===== config.mk =====
export PLATFORM = sky130hd
export DESIGN_NAME = vr_boot_seq
export DESIGN_NICKNAME = d
export VERILOG_FILES = /design/src/rtl/vr_seq_pkg.sv /design/src/rtl/vr_step_timer.sv /design/src/rtl/vr_dac_ramp.sv /design/src/rtl/vr_boot_seq.sv
export SDC_FILE = /design/constraint.sdc
export NUM_CORES = 1
export LEC_CHECK = 0
export ABC_AREA = 1
export BUFFER_PORTS_ARGS = -buffer_cell sky130_fd_sc_hd__buf_2
export CAP_MARGIN = 40
export CORE_UTILIZATION = 55
export CTS_CLUSTER_DIAMETER = 80
export DETAILED_ROUTE_END_ITERATION = 8
export GPL_ROUTABILITY_DRIVEN = 0
export GPL_TIMING_DRIVEN = 0
export PLACE_DENSITY = 0.74
export SKIP_LAST_GASP = 1
export SLEW_MARGIN = 20
export SYNTH_ARGS = -nofsm -noshare
export SYNTH_HDL_FRONTEND = slang
export SYNTH_HIERARCHICAL = 1
export SYNTH_SLANG_ARGS = --single-unit

===== constraint.sdc =====
create_clock -name clk -period 3.87 [get_ports clk]
set_input_delay 0.387 -clock clk [delete_from_list [all_inputs] [get_ports clk]]
set_output_delay 0.387 -clock clk [all_outputs]
set_load 0.01 [all_outputs]

===== src/rtl/vr_seq_pkg.sv =====
package vr_seq_pkg;

  typedef enum logic [1:0] {
    ST_IDLE = 2'd0,
    ST_WAIT = 2'd1,
    ST_SOFT = 2'd2,
    ST_RUN  = 2'd3
  } seq_st_e;

  // Cycles between DAC steps for a slew select value.
  function automatic int unsigned step_len(input int unsigned base,
                                           input logic [1:0] sel);
    return base << sel;
  endfunction

  // Boot voltage for a strap code, taken from a packed table of 4 entries.
  function automatic logic [15:0] boot_pick(input logic [63:0] tbl,
                                            input int unsigned w,
                                            input logic [1:0] code);
    logic [15:0] v;
    v = 16'((tbl >> (int'(code) * w)) & ((64'd1 << w) - 64'd1));
    return v;
  endfunction

endpackage


===== src/rtl/vr_step_timer.sv =====
module vr_step_timer #(
  parameter int unsigned CNT_W = 5
) (
  input  logic             clk,
  input  logic             rst_n,
  input  logic             run,
  input  logic             restart,
  input  logic [CNT_W-1:0] last,
  output logic             tick
);
  logic [CNT_W-1:0] cnt;

  assign tick = run && (cnt == last);

  always_ff @(posedge clk or negedge rst_n) begin
    if (!rst_n) begin
      cnt <= '0;
    end else if (!run || restart || (cnt == last)) begin
      cnt <= '0;
    end else begin
      cnt <= cnt + 1'b1;
    end
  end
endmodule


===== src/rtl/vr_dac_ramp.sv =====
module vr_dac_ramp #(
  parameter int unsigned DAC_W = 8
) (
  input  logic             clk,
  input  logic             rst_n,
  input  logic             clr,
  input  logic             boot_ld,
  input  logic [DAC_W-1:0] boot_code,
  input  logic             cmd_ld,
  input  logic [DAC_W-1:0] cmd_code,
  input  logic             tick,
  output logic [DAC_W-1:0] dac_o,
  output logic             at_tgt_o,
  output logic             land_o,
  output logic             otf_o
);
  logic [DAC_W-1:0] tgt;
  logic [DAC_W-1:0] dac_nxt;
  logic             rise_pend;
  logic             moving;

  function automatic logic [DAC_W-1:0] one_step(input logic [DAC_W-1:0] cur,
                                                input logic [DAC_W-1:0] goal);
    if (goal > cur) return cur + 1'b1;
    if (goal < cur) return cur - 1'b1;
    return cur;
  endfunction

  assign at_tgt_o = (dac_o == tgt);
  assign moving   = tick && !at_tgt_o;
  assign dac_nxt  = moving ? one_step(dac_o, tgt) : dac_o;
  assign land_o   = moving && rise_pend && (dac_nxt == tgt);

  always_ff @(posedge clk or negedge rst_n) begin
    if (!rst_n) begin
      dac_o     <= '0;
      tgt       <= '0;
      rise_pend <= 1'b0;
      otf_o     <= 1'b0;
    end else if (clr) begin
      dac_o     <= '0;
      tgt       <= '0;
      rise_pend <= 1'b0;
      otf_o     <= 1'b0;
    end else begin
      dac_o <= dac_nxt;
      otf_o <= land_o;
      if (boot_ld) begin
        tgt       <= boot_code;
        rise_pend <= 1'b0;
      end else if (cmd_ld) begin
        tgt       <= cmd_code;
        rise_pend <= (cmd_code > dac_nxt);
      end else if (land_o) begin
        rise_pend <= 1'b0;
      end
    end
  end
endmodule


===== src/rtl/vr_boot_seq.sv =====
module vr_boot_seq
  import vr_seq_pkg::*;
#(
  parameter int unsigned     DAC_W     = 8,
  parameter int unsigned     DELAY_CYC = 800000,
  parameter int unsigned     STEP_BASE = 4,
  parameter logic [4*8-1:0]  BOOT_TBL  = {8'd96, 8'd72, 8'd48, 8'd24}
) (
  input  logic             clk,
  input  logic             rst_n,
  input  logic             por_ok_i,
  input  logic             en_i,
  input  logic             pwr_ok_i,
  input  logic [1:0]       strap_i,
  input  logic [1:0]       slew_sel_i,
  input  logic             cmd_valid_i,
  input  logic [DAC_W-1:0] cmd_code_i,
  output logic [DAC_W-1:0] dac_code_o,
  output logic             pgood_o,
  output logic             otf_done_o
);
  localparam int unsigned MAX_LEN = STEP_BASE * 8;
  localparam int unsigned CNT_W   = (MAX_LEN < 2) ? 1 : $clog2(MAX_LEN);
  localparam int unsigned DLY_W   = (DELAY_CYC < 2) ? 1 : $clog2(DELAY_CYC);

  seq_st_e          state;
  logic [DLY_W-1:0] dly_cnt;
  logic [1:0]       slew_q;
  logic             active;

  // Named internal events, observed by the bound checker.
  logic             boot_ld;
  logic             cmd_acc;
  logic             step_tick;
  logic             step_run;
  logic             at_tgt;
  logic             land;
  logic [CNT_W-1:0] step_last;
  logic [DAC_W-1:0] boot_code;

  assign active    = por_ok_i && en_i;
  assign boot_ld   = active && (state == ST_IDLE);
  assign step_run  = active && ((state == ST_SOFT) || (state == ST_RUN));
  assign cmd_acc   = active && (state == ST_RUN) && pwr_ok_i && cmd_valid_i;
  assign step_last = CNT_W'(step_len(STEP_BASE, slew_q) - 1);
  assign boot_code = DAC_W'(boot_pick(64'(BOOT_TBL), 8, strap_i));
  assign pgood_o   = (state == ST_RUN);

  always_ff @(posedge clk or negedge rst_n) begin
    if (!rst_n) begin
      state   <= ST_IDLE;
      dly_cnt <= '0;
      slew_q  <= '0;
    end else if (!active) begin
      state   <= ST_IDLE;
      dly_cnt <= '0;
    end else begin
      unique case (state)
        ST_IDLE: begin
          state   <= ST_WAIT;
          dly_cnt <= '0;
        end
        ST_WAIT: begin
          slew_q <= slew_sel_i;
          if (dly_cnt == DLY_W'(DELAY_CYC - 1)) state <= ST_SOFT;
          else dly_cnt <= dly_cnt + 1'b1;
        end
        ST_SOFT: if (at_tgt) state <= ST_RUN;
        ST_RUN:  state <= ST_RUN;
        default: state <= ST_IDLE;
      endcase
    end
  end

  vr_step_timer #(.CNT_W(CNT_W)) u_timer (
    .clk     (clk),
    .rst_n   (rst_n),
    .run     (step_run),
    .restart (cmd_acc),
    .last    (step_last),
    .tick    (step_tick)
  );

  vr_dac_ramp #(.DAC_W(DAC_W)) u_ramp (
    .clk       (clk),
    .rst_n     (rst_n),
    .clr       (!active),
    .boot_ld   (boot_ld),
    .boot_code (boot_code),
    .cmd_ld    (cmd_acc),
    .cmd_code  (cmd_code_i),
    .tick      (step_tick),
    .dac_o     (dac_code_o),
    .at_tgt_o  (at_tgt),
    .land_o    (land),
    .otf_o     (otf_done_o)
  );
endmodule


==> run metrics <==
status=completed; fin crit share=0.7949; die area=6947 um^2; CP Max Fanout=6; CTS clk-pin slew, worst paths=0.08 ns; drt pass-1 iters=5; largest net degree at the start of global routing=32; internal power=716.8 uW; Hold WC Path Type=primary input to asynchronous set/reset pin; Peak VDD IR=201.2 uV; remaining antenna violation count=0; layout cells sized above 1=0.1303; Max Freq=325.1 MHz; CP required=4.10 ns; Initial Util=0.5699; Ys Warns=6; IO Port Bufs=27; endpoint type of the worst setup path=flop; clock network fraction of design power=0.292; worst slew pin tran=0.5712 ns; Worst slew margin=0.6192; Mapped Avg Cell Area=6.907 um^2; Syn Inst Count=527; half-perimeter wire length after placement=6.786 mm; RSZ-0062 raised after global routing=no; Total GRT Usage=0.2644; Vert. Die Dim=83.35 um; total grt overflow=0; sequential share of power=0.501; DP Area=3914 um^2; CP dominant cell by count=nand2_1; # hold bufs at CTS=0; MaxCap Viol Count=0; DR vias/cell=5.417; critical path arrival=3.31 ns; die width=83.35 um; antenna violations before repair=0; Longest Clk Path Bufs=2; Finish-stage setup viols=0; core region area=6386 um^2; post-cts resize count=0; Hold WS=0.02091 ns; Comb power frac=0.207; CP Class=flop to flop; I/O pin cnt=28; antenna cell count=0; CP peak stage delay=0.40 ns; root buffer cell=clkbuf_8; routed via count=3494; Wirelength per Cell=13.37 um; Area Overhead vs Synth=9.935%; CTS sink cnt=47; Leakage=0.002007 uW; sw power=314.6 uW; Fin Setup TNS=0 ns; CP max-delay cell=dfrtp_1; final hold violations=0; Power per Cell Area=257.8 nW/um^2; insertion delay to the later sink of the worst-skew pair=0.29 ns; Net count, final=606; Site Rows=29; DRC violations left=0; number of global-route vias before repair=3341; crit path cell chain=or2_2 > nand2_1 > nand2_1 > nor2_2 > nand3_2 > nor2_1 > nand2_4 > inv_2 > nand2_1 > nor2_1 > nand2_1 > nand2_1 > nand2_1 > ha_1 > nand2_1 > nor2_1 > nand2_1 > o211ai_1 > nand4_1 > nand2_1; fin crit period=3.076 ns; switching portion of total power=0.3050; Setup Buffers After CTS=0; Setup Skew=0.005434 ns; Mapped Area=3640 um^2; Design Area, Final=4001 um^2; Slew Limit Fails=0; first-pass GRT wire length=14.99 mm; TritonCTS clock tree=done; Startpoint Class=flop; drt total wl=8.623 mm; Clock H-tree levels=2; total CTS buffers=5; 1st-iter DRT viols=170
-- area by class of cell --
class / count / area (um^2)
multi-input combinational: 402 / 2142
clock inverter: 1 / 5.005
timing repair buffer: 28 / 155.1
buffer: 7 / 50.05
fill: 591 / 2385
inverter: 77 / 294.0
sequential: 47 / 1176
tap: 77 / 96.34
clock buffer: 6 / 82.58
-- metrics by stage --
stage	std cells	power, uW	util	setup WS [ns]
6_report	645	1031	0.6266	0.7936
5_1_grt	645	1090	0.6266	0.5091
4_1_cts	645	1042	0.6266	0.8262
3_5_place_dp	638	740.2	0.6129	0.8437
3_3_place_gp	637	732.3	0.6097	0.8584
2_1_floorplan	533	675.5	-	1.325
-- power groups by stage --
stage	Combinational, uW	Sequential [uW]	Clock (uW)
2_1_floorplan	153	523	0
3_3_place_gp	207	525	0
3_5_place_dp	214	526	0
4_1_cts	215	517	310
5_1_grt	244	519	328
6_report	214	516	301
-- layout by cell type, fill, tap and decap left out, types with 4 or more instances in the layout --
cell type	count
nand2_1	145
nor2_1	74
inv_1	70
nand3_1	50
dfrtp_1	47
buf_2	27
nand4_1	22
ha_1	20
o21ai_0	14
o21ai_2	8
conb_1	8
nor3_1	7
xor2_1	7
o32ai_1	7
clkbuf_8	6
a21oi_1	6
clkbuf_1	5
nand2_4	5
inv_2	5
nand2_2	4
-- critical path: cells and delay by family, from the launching register on --
family | cells | cell delay, ns
compound gates | 1 | 0.13
flops | 1 | 0.40
fa+ha+maj | 1 | 0.28
buf+inv | 1 | 0.11
simple gates | 17 | 2.09
-- path summary, 6_finish.rpt --
path	depth (start not counted)	start	to	slack, ns
hold reg to reg	2	slew_q[0]	slew_q[0]	0.51
max in group asynchronous	2	rst_n	state[0]	3.34
min in group clk	3	slew_sel_i[1]	slew_q[1]	0.29
hold / removal	1	rst_n	dly_cnt[14]	0.02
setup / recovery	20	slew_q[1]	u_ramp/rise_pend	0.79
setup reg to reg	20	slew_q[1]	u_ramp/rise_pend	0.79
-- registers in the layout, summed over array words and instances, names as in the netlist --
name,count
slew_q,2
u_ramp/tgt,8
u_ramp/otf_o,1
u_ramp/rise_pend,1
u_timer/cnt,5
dly_cnt,20
state,2
u_ramp/dac_o,8
-- layer usage --
layer  GRT usage  wire (um)  vias up
met2      0.4672       4223      110
met5           0          0        -
met4      0.1144        250        0
li1            -          -     1767
met3     0.02982        319       20
met1      0.3246       3829     1597
(Power assumes the default switching activity.)
